<file path="src/rtl/ptw_pkg.sv">
package ptw_pkg;

    localparam int VA_W    = 32;
    localparam int OFS_W   = 12;
    localparam int ENT_LG  = 2;
    localparam int IDX_W   = OFS_W - ENT_LG;
    localparam int PFN_W   = VA_W - OFS_W;
    localparam int ATTR_W  = OFS_W - 1;

    typedef struct packed {
        logic [PFN_W-1:0]  pfn;
        logic [ATTR_W-1:0] attr;
        logic              valid;
    } entry_t;

    typedef struct packed {
        logic [IDX_W-1:0] dir_idx;
        logic [IDX_W-1:0] tbl_idx;
        logic [OFS_W-1:0] ofs;
    } vaddr_t;

    typedef struct packed {
        logic [VA_W-1:0] paddr;
        logic            fault;
    } result_t;

    typedef enum logic [2:0] {
        ST_IDLE,
        ST_DIR_REQ,
        ST_DIR_WAIT,
        ST_LEAF_REQ,
        ST_LEAF_WAIT,
        ST_FINISH
    } walk_st_e;

    function automatic logic [VA_W-1:0] entry_addr(input logic [PFN_W-1:0] frame,
                                                   input logic [IDX_W-1:0] idx);
        return {frame, idx, {ENT_LG{1'b0}}};
    endfunction

endpackage

</file>
<file path="src/rtl/ptw_addr_gen.sv">
module ptw_addr_gen
    import ptw_pkg::*;
(
    input  vaddr_t           va,
    input  logic [PFN_W-1:0] dir_frame,
    input  logic [PFN_W-1:0] leaf_frame,
    input  logic             sel_leaf,
    output logic [VA_W-1:0]  addr
);
    always_comb begin
        if (sel_leaf)
            addr = entry_addr(leaf_frame, va.tbl_idx);
        else
            addr = entry_addr(dir_frame, va.dir_idx);
    end
endmodule

</file>
<file path="src/rtl/ptw_fsm.sv">
module ptw_fsm
    import ptw_pkg::*;
(
    input  logic     clk,
    input  logic     rst,
    input  logic     req_valid,
    input  logic     mem_req_ready,
    input  logic     mem_rsp_valid,
    input  logic     rsp_entry_valid,
    output walk_st_e st,
    output logic     accept,
    output logic     dir_take,
    output logic     walk_end,
    output logic     end_fault,
    output logic     mem_req_valid,
    output logic     sel_leaf
);
    walk_st_e nxt;

    always_comb begin
        nxt = st;
        unique case (st)
            ST_IDLE:      if (req_valid)     nxt = ST_DIR_REQ;
            ST_DIR_REQ:   if (mem_req_ready) nxt = ST_DIR_WAIT;
            ST_DIR_WAIT:  if (mem_rsp_valid) nxt = rsp_entry_valid ? ST_LEAF_REQ : ST_FINISH;
            ST_LEAF_REQ:  if (mem_req_ready) nxt = ST_LEAF_WAIT;
            ST_LEAF_WAIT: if (mem_rsp_valid) nxt = ST_FINISH;
            ST_FINISH:    nxt = ST_IDLE;
            default:      nxt = ST_IDLE;
        endcase
    end

    always_ff @(posedge clk) begin
        if (rst) st <= ST_IDLE;
        else     st <= nxt;
    end

    always_comb begin
        accept        = (st == ST_IDLE) && req_valid;
        dir_take      = (st == ST_DIR_WAIT) && mem_rsp_valid && rsp_entry_valid;
        walk_end      = ((st == ST_DIR_WAIT) && mem_rsp_valid && !rsp_entry_valid) ||
                        ((st == ST_LEAF_WAIT) && mem_rsp_valid);
        end_fault     = !rsp_entry_valid;
        mem_req_valid = (st == ST_DIR_REQ) || (st == ST_LEAF_REQ);
        sel_leaf      = (st == ST_LEAF_REQ) || (st == ST_LEAF_WAIT);
    end


    stray_rsp_ignored_chk: assert property (@(posedge clk) disable iff (rst)
        (st == ST_IDLE && mem_rsp_valid && !req_valid) |=> (st == ST_IDLE));


    busy_hold_chk: assert property (@(posedge clk) disable iff (rst)
        (st != ST_IDLE && st != ST_FINISH) |=> (st != ST_IDLE));
endmodule

</file>
<file path="src/rtl/ptw_result.sv">
module ptw_result
    import ptw_pkg::*;
(
    input  logic            clk,
    input  logic            rst,
    input  logic            walk_end,
    input  logic            end_fault,
    input  logic [PFN_W-1:0] leaf_pfn,
    input  logic [OFS_W-1:0] ofs,
    output result_t         res
);
    always_ff @(posedge clk) begin
        if (rst) begin
            res <= '0;
        end else if (walk_end) begin
            res.fault <= end_fault;
            res.paddr <= end_fault ? '0 : {leaf_pfn, ofs};
        end
    end
endmodule

</file>
<file path="src/rtl/pt_walker.sv">
module pt_walker
    import ptw_pkg::*;
(
    input  logic            clk,
    input  logic            rst,
    input  logic            req_valid,
    output logic            req_ready,
    input  logic [VA_W-1:0] req_vaddr,
    input  logic [VA_W-1:0] req_dir_base,
    output logic            mem_req_valid,
    input  logic            mem_req_ready,
    output logic [VA_W-1:0] mem_req_addr,
    input  logic            mem_rsp_valid,
    input  logic [VA_W-1:0] mem_rsp_data,
    output logic            done,
    output logic            fault,
    output logic [VA_W-1:0] paddr
);
    walk_st_e         st;
    logic             accept, dir_take, walk_end, end_fault, sel_leaf;
    vaddr_t           va_q;
    logic [PFN_W-1:0] base_q;
    logic [PFN_W-1:0] leaf_tbl_q;
    entry_t           rsp_ent;
    result_t          res;

    assign rsp_ent = entry_t'(mem_rsp_data);

    ptw_fsm u_fsm (
        .clk             (clk),
        .rst             (rst),
        .req_valid       (req_valid),
        .mem_req_ready   (mem_req_ready),
        .mem_rsp_valid   (mem_rsp_valid),
        .rsp_entry_valid (rsp_ent.valid),
        .st              (st),
        .accept          (accept),
        .dir_take        (dir_take),
        .walk_end        (walk_end),
        .end_fault       (end_fault),
        .mem_req_valid   (mem_req_valid),
        .sel_leaf        (sel_leaf)
    );

    always_ff @(posedge clk) begin
        if (rst) begin
            va_q       <= '0;
            base_q     <= '0;
            leaf_tbl_q <= '0;
        end else begin
            if (accept) begin
                va_q   <= vaddr_t'(req_vaddr);
                base_q <= req_dir_base[VA_W-1:OFS_W];
            end
            if (dir_take)
                leaf_tbl_q <= rsp_ent.pfn;
        end
    end

    ptw_addr_gen u_addr (
        .va         (va_q),
        .dir_frame  (base_q),
        .leaf_frame (leaf_tbl_q),
        .sel_leaf   (sel_leaf),
        .addr       (mem_req_addr)
    );

    ptw_result u_res (
        .clk       (clk),
        .rst       (rst),
        .walk_end  (walk_end),
        .end_fault (end_fault),
        .leaf_pfn  (rsp_ent.pfn),
        .ofs       (va_q.ofs),
        .res       (res)
    );

    assign req_ready = (st == ST_IDLE);
    assign done      = (st == ST_FINISH);
    assign fault     = res.fault;
    assign paddr     = res.paddr;


    req_hold_chk: assert property (@(posedge clk) disable iff (rst)
        (mem_req_valid && !mem_req_ready) |=> (mem_req_valid && $stable(mem_req_addr)));


    done_pulse_chk: assert property (@(posedge clk) disable iff (rst)
        done |=> !done);


    result_hold_chk: assert property (@(posedge clk) disable iff (rst)
        (!$stable(paddr) || !$stable(fault)) |-> done);


    ready_not_done_chk: assert property (@(posedge clk) disable iff (rst)
        done |-> !req_ready);


    dir_fault_chk: assert property (@(posedge clk) disable iff (rst)
        (st == ST_DIR_WAIT && mem_rsp_valid && !mem_rsp_data[0])
            |=> (done && fault && !mem_req_valid));
endmodule

</file>
<file path="config.mk">
export PLATFORM = sky130hd
export DESIGN_NAME = pt_walker
export DESIGN_NICKNAME = d
export VERILOG_FILES = /design/src/rtl/ptw_pkg.sv /design/src/rtl/ptw_addr_gen.sv /design/src/rtl/ptw_fsm.sv /design/src/rtl/ptw_result.sv /design/src/rtl/pt_walker.sv
export SDC_FILE = /design/constraint.sdc
export NUM_CORES = 1
export LEC_CHECK = 0
export ABC_AREA = 1
export CAP_MARGIN = 40
export CORE_MARGIN = 1
export CORE_UTILIZATION = 41
export CTS_BUF_LIST = sky130_fd_sc_hd__clkbuf_16
export CTS_CLUSTER_DIAMETER = 120
export DETAILED_ROUTE_END_ITERATION = 10
export HOLD_SLACK_MARGIN = 0.15
export PLACE_DENSITY = 0.76
export SLEW_MARGIN = 40
export SYNTH_ARGS = -nofsm -noshare
export SYNTH_HDL_FRONTEND = slang
export SYNTH_HIERARCHICAL = 1
export SYNTH_SLANG_ARGS = --single-unit
</file>
<file path="constraint.sdc">
create_clock -name clk -period 1.3 [get_ports clk]
set_input_delay 0.26 -clock clk [delete_from_list [all_inputs] [get_ports clk]]
set_output_delay 0.26 -clock clk [all_outputs]
set_load 0.03 [all_outputs]
</file>
==> results.yml, run 1 <==
placed_design:
  routabilityCongestion: 0.791
  place_hpwl_mm: 8.79
  port_buffers: 143
  placedCellCount: 1031
sta:
  finalCritPeriodShare: 1.43
  fmax_ghz: 0.540
  setup_slack_ns: -0.553
  final-max-slew-violation-count: 0
  setup_tns_ns: -51.84
  period_minus_slack_ns: 1.85
  hold_viol: 0
  rsz0062_at_grt: "yes"
  hold_ws_ns: 0.373
  setup_viol: 141
  skew_ns: 0.00467
final_layout:
  drive_gt1_frac: 0.429
  antenna_cells: 0
  fillCellCount: 761
  area_growth_pct: 81.6
  fin_nets: 1057
  instances_no_fill: 1104
yosys:
  synth.most_common_cell: "nand2_1"
  postSynth.asyncResetShare: 0
  ys_seq_elements: 108
  synth-seq-area-share: 0.436
  post_synth_inst_count: 750
  synth_area_sq_um: 4960
  synth_top_area_share: 0.436
  synthTopCellsByCount: "nand2_1 (266), nor2_1 (149), dfxtp_1 (108), inv_1 (77), nand3_1 (35)"
  synthFlopType: "dfxtp_1"
  synth_top_area_cell: "dfxtp_1"
  synth-edff-count: 0
  yosysWarnings: 6
  synth.distinct_cells: 20
  syn_area_per_cell_sq_um: 6.61
  synth.area.top_cells: "dfxtp_1 (44%), nand2_1 (20%), nor2_1 (11%)"
job:
  cap_violations: 0
power_and_ir_drop:
  ir_drop_mv: 1.05
  p_leak_uw: 0.00403
  power.density_nw_per_um2: 1960
global_routing:
  grt_pass1_wl_mm: 26.5
  grt-ovfl-total: 0
  use_met1: 0.325
  grt_pass1_vias: 5307
  antenna_found_initial: 0
  grt_max_degree: 47
  grt_use_met3: 0.0463
  grt.busiest_layer: "met2"
  met2_usage: 0.468
  track_usage: 0.269
outcome:
  status: "finished, violations left"
  violations: "DRC, setup timing"
worst_setup_path:
  reg2reg_slack_ns: -0.54
  r2r-end: "u_res/res[29]"
  cp_cell_sequence: "inv_4 -> nor2_4 -> nand2_4 -> nand2_8 -> inv_6 -> clkbuf_16 -> nand2_2 -> nand2_4 -> buf_6"
  start_kind: "flip-flop"
  crit_path_start: "u_fsm/st[0]"
  endpoint_kind: "primary output"
  slowest_stage: "dfxtp_4"
  critPathArrivalTime_ns: 1.59
  reg2reg_depth: 11
  critPathMaxFanout: 7
  r2r_start: "u_fsm/st[0]"
  crit_end: "mem_req_addr[30]"
  slowest_delay_ns: 0.38
  cp_common_cell: "nand2_4"
  crit_type: "flip-flop to primary output"
  cp.required_ns: 1.04
floorplan:
  io_pins: 169
  coreArea_sq_um: 11600
  die_x_um: 112
  num_rows: 39
  die_area_sq_um: 12500
  die_h_um: 112
  start_util: 0.427
detailed_routing:
  routed_via_density: 4.97
  first_pass_iters: 8
  drt_wl_total_mm: 18.5
  ant_nets: 0
  wl_per_cell_um: 16.8
  route.detailed.drc: 9
  drtIter0Drc: 379
  num_vias: 5487
clock_network:
  clk_pin_slew_ns: 0.07
  cts_num_sinks: 108
  cts_made_buffers: 9
  tritoncts: "built"
  ctsHtreeMaxLevel: 3
  clk_path_buf_depth: 2
  clock_latency_ns: 0.34
  clockRootBuffer: "clkbuf_16"
hold_path:
  hold_class: "input port to flip-flop"
  holdPathStages: 3
[state kept, by name, indices dropped and copies added (netlist names)]
name / count
u_fsm/st: 3
leaf_tbl_q: 20
base_q: 20
va_q: 32
u_res/res: 33
[metal layers]
layer	up-vias	routed length, um	part of all wire
li1	2649	-	-
met1	2559	7540	0.41
met2	232	9160	0.49
met3	47	1100	0.059
met4	0	736	0.040
met5	-	0	0
[critical path: cells and delay by family, from the launching register on]
| kind | cells | cell delay, ns |
|---|---|---|
| buf+inv | 4 | 0.43 |
| simple gates | 5 | 0.43 |
| flops | 1 | 0.38 |
[area by class of cell]
type | count | area [sq um] | area share
flip-flops and latches | 108 | 2170 | 0.241
repair buffers | 236 | 2840 | 0.315
repair inverters | 4 | 58.8 | 0.00653
clock inverters | 7 | 28.8 | 0.00320
clock buffers | 9 | 225 | 0.0250
inverters | 84 | 344 | 0.0382
well taps | 143 | 179 | 0.0199
multi-input cells | 513 | 3160 | 0.351
[what timing repair did]
item,in CTS,in global routing
setup endpoints to repair,161,145
hold buffers,0,0
gates cloned,20,7
gates resized for setup,247,115
buffers inserted,31,8
pin swaps,111,26
[where the power goes]
group          switching [uW]  internal [uW]  leakage [uW]
Combinational            5490           5100       0.00301
Sequential                606           3990      0.000884
Clock                    1200           1260      0.000138
Total                    7300          10400       0.00403
[worst min path at each step]
stage                  start             to  slack [ns]
3_5_place_dp    u_res/res[0]   u_res/res[0]        0.46
6_report                 rst   u_res/res[6]        0.37
2_1_floorplan            rst    u_fsm/st[0]        0.32
5_1_grt                  rst   u_res/res[9]        0.38
4_1_cts                  rst   u_res/res[6]        0.35
3_3_place_gp   u_res/res[19]  u_res/res[19]        0.45
[layout by cell type, fill, tap and decap left out, drive strengths merged, types with 3 or more instances in the layout]
master / netlist / routed
nor2: 152 / 152
clkinv: 0 / 4
clkdlybuf4s15: 0 / 16
nand3: 37 / 37
nand2: 280 / 280
buf: 46 / 138
dfxtp: 108 / 108
inv: 84 / 91
clkdlybuf4s50: 0 / 76
clkbuf: 0 / 15
a21oi: 37 / 37
nor3: 3 / 3
[per-stage QoR]
step                cell area [sq um]  power [uW]  setup slack [ns]  utilization
detailed placement               6890       10800            -0.453        0.593
CTS                              8580       16600            -0.535        0.739
global route                     9010       18500            -0.602        0.775
finish                           9010       17600            -0.553        0.775
global placement                 6890       10700            -0.402        0.593
floorplan                        5320        9000            -0.151            -
[cells by family (layout without fill, tap and decap cells)]
group                  after synthesis  after routing  share of synthesized area
buffers and inverters              130            340                      0.138
and+or+nand+nor                    474            474                      0.380
other                                1              2                   0.000756
DFF                                108            108                      0.436
AOI/OAI and AO/OA                   37             37                     0.0449
Note: power is estimated with default switching activity, not from simulation.
==> inputs of run 2 (changes only) <==
--- a/config.mk
+++ b/config.mk
@@ -8,12 +8,12 @@
 export ABC_AREA = 1
 export CAP_MARGIN = 40
 export CORE_MARGIN = 1
-export CORE_UTILIZATION = 41
+export CORE_UTILIZATION = 46
 export CTS_BUF_LIST = sky130_fd_sc_hd__clkbuf_16
 export CTS_CLUSTER_DIAMETER = 120
 export DETAILED_ROUTE_END_ITERATION = 10
 export HOLD_SLACK_MARGIN = 0.15
-export PLACE_DENSITY = 0.76
+export PLACE_DENSITY = 0.88
 export SLEW_MARGIN = 40
 export SYNTH_ARGS = -nofsm -noshare
 export SYNTH_HDL_FRONTEND = slang
==> constraint.sdc (replaced) <==
create_clock -name clk -period 1.91 [get_ports clk]
set_input_delay 0.382 -clock clk [delete_from_list [all_inputs] [get_ports clk]]
set_output_delay 0.382 -clock clk [all_outputs]
set_load 0.03 [all_outputs]
==> run 2 against run 1 <==
  * Clock power shrank 11%
  * First-iteration DRC count down 26%
  * Critical path depth stayed put
  * Via count decreased by 8.9%
  * Combinational power decreased by 53%
  * Largest cell class unchanged
  * Highest routed layer unchanged
  * Global-route usage fell by 2.1 points
  * The run ends with setup timing left
  * Final cell count fell by 6.1%
  * Critical path type unchanged
  * Critical endpoint is now mem_req_addr[23]
==> results.yml, run 2 (synthesis results as in run 1) <==
placed_design:
  place_hpwl_mm: 8.44
  place_ws_ns: 0.0135
  port_buffers: 143
  placed_area_sq_um: 6410
  routabilityCongestion: 0.850
  placedCellCount: 1008
detailed_routing:
  drt_wl_total_mm: 13.8
  drtIter0Drc: 281
  wl_per_cell_um: 13.3
  num_vias: 5000
  ant_nets: 0
  route.detailed.drc: 0
  first_pass_iters: 4
  routed_via_density: 4.82
clock_network:
  cts_made_buffers: 9
  cts_num_sinks: 108
  ctsHoldBuffers: 0
  clk_path_buf_depth: 2
  clockRootBuffer: "clkbuf_16"
  clk_pin_slew_ns: 0.08
  clock_latency_ns: 0.35
  ctsHtreeMaxLevel: 3
  tritoncts: "built"
outcome:
  violations: "setup timing"
  status: "finished, violations left"
worst_setup_path:
  endpoint_kind: "primary output"
  cp.required_ns: 1.53
  critPathMaxFanout: 6
  crit_type: "flip-flop to primary output"
  reg2reg_depth: 8
  critPathArrivalTime_ns: 1.65
  crit_path_start: "u_fsm/st[0]"
  r2r_start: "u_fsm/st[0]"
  start_kind: "flip-flop"
final_layout:
  largest_reg_flops: 33
  antenna_cells: 0
  top_regs: "u_res/res x33, va_q x32"
  post-route-util: 0.714
  fillCellCount: 799
  fin_area_sq_um: 7400
  fin_nets: 997
  drive_gt1_frac: 0.208
  top_register: "u_res/res"
  layout_common_cells: "nand2_1 (205), nor2_1 (149), clkdlybuf4s50_1 (109)"
  area_growth_pct: 49.2
  final_common_cell: "nand2_1"
  instances_no_fill: 1037
hold_path:
  hold_start: "rst"
  hold_class: "input port to flip-flop"
  holdPathStages: 4
sta:
  final-max-slew-violation-count: 0
  skew_ns: 0.00934
  rsz0062_at_grt: "yes"
  setup_tns_ns: -2.59
  setup_viol: 30
  setup_slack_ns: -0.122
  finalCritPeriodShare: 1.06
  period_minus_slack_ns: 2.03
  hold_viol: 0
  fmax_ghz: 0.492
floorplan:
  die_h_um: 106
  io_pins: 169
  die_x_um: 106
  num_rows: 37
  coreArea_sq_um: 10400
  die_area_sq_um: 11200
  start_util: 0.478
global_routing:
  grt_pass1_vias: 4793
  grt-ovfl-total: 0
  grt_max_degree: 65
  grt_pass1_wl_mm: 22.1
  antenna_found_initial: 0
  track_usage: 0.248
power_and_ir_drop:
  power.density_nw_per_um2: 1370
  ir_drop_mv: 0.774
  p_leak_uw: 0.00360
job:
  cap_violations: 0
run 2: cell count changes in the layout (fill, tap and decap cells not counted), moves of 22 or more:
cell / change
nand2_4: -34
nand3_2: -22
nor2_1: +24
nand2_1: +65
clkdlybuf4s50_1: +33
nand2_2: -30
buf_4: -24
nand3_1: +27
run 2: worst paths after layout:
kind | to | slack (ns)
min reg2reg | u_res/res[17] | 0.47
max reg2reg | base_q[14] | 0.13
max | mem_req_addr[23] | -0.12
min | va_q[4] | 0.37
run 2: power by group:
| part | internal, uW | switching, uW |
|---|---|---|
| combinational | 2150 | 2790 |
| clock | 1310 | 880 |
| sequential | 2700 | 315 |
| total | 6160 | 3990 |
run 2: stage by stage:
| stage | hold slack [ns] | power (uW) |
|---|---|---|
| floorplan | 0.449 | 5630 |
| global placement | 0.453 | 6680 |
| detailed placement | 0.455 | 6770 |
| CTS | 0.369 | 9940 |
| global route | 0.391 | 10700 |
| finish | 0.368 | 10100 |
run 2: repair_timing:
item                                    in CTS  in global routing
buffers inserted                             9                  1
gates cloned                                 5                  0
endpoints found under the hold margin        0                  0
resized for setup                          110                 34
pin swaps                                   21                 16
endpoints found under the setup margin      33                 30
run 2: worst max-delay path: stages (launching register included):
cell	delay (ns)
dfxtp_4	0.39
inv_4	0.04
nor2_4	0.13
nand2_2	0.09
nand2_4	0.11
buf_6	0.14
buf_8	0.12
nand2_1	0.08
nand2_1	0.08
buf_6	0.13
run 2: per-layer routing:
metal / vias up / global-route usage / share of wire
met5: - / 0 / 0
met4: 0 / 0.0823 / 0.018
met3: 25 / 0.0693 / 0.069
met2: 161 / 0.443 / 0.51
met1: 2300 / 0.283 / 0.40
li1: 2514 / - / -
run 2: area by class of cell:
| cell class | count | area, sq um | area share |
|---|---|---|---|
| Timing Repair Buffer | 179 | 1940 | 0.262 |
| Clock buffer | 9 | 225 | 0.0304 |
| Inverter | 84 | 342 | 0.0462 |
| Clock inverter | 7 | 128 | 0.0172 |
| Sequential cell | 108 | 2170 | 0.293 |
| Multi-Input combinational cell | 513 | 2410 | 0.326 |
| Timing Repair inverter | 1 | 16.3 | 0.00220 |
| Tap cell | 136 | 170 | 0.0230 |
==> inputs of run 3 (changes only) <==
--- a/config.mk
+++ b/config.mk
@@ -12,6 +12,7 @@
 export CTS_BUF_LIST = sky130_fd_sc_hd__clkbuf_16
 export CTS_CLUSTER_DIAMETER = 120
 export DETAILED_ROUTE_END_ITERATION = 10
+export GPL_ROUTABILITY_DRIVEN = 0
 export HOLD_SLACK_MARGIN = 0.15
 export PLACE_DENSITY = 0.88
 export SLEW_MARGIN = 40
==> results of run 3 <==
The final DEF is identical to that of run 2; final timing and power are the same.
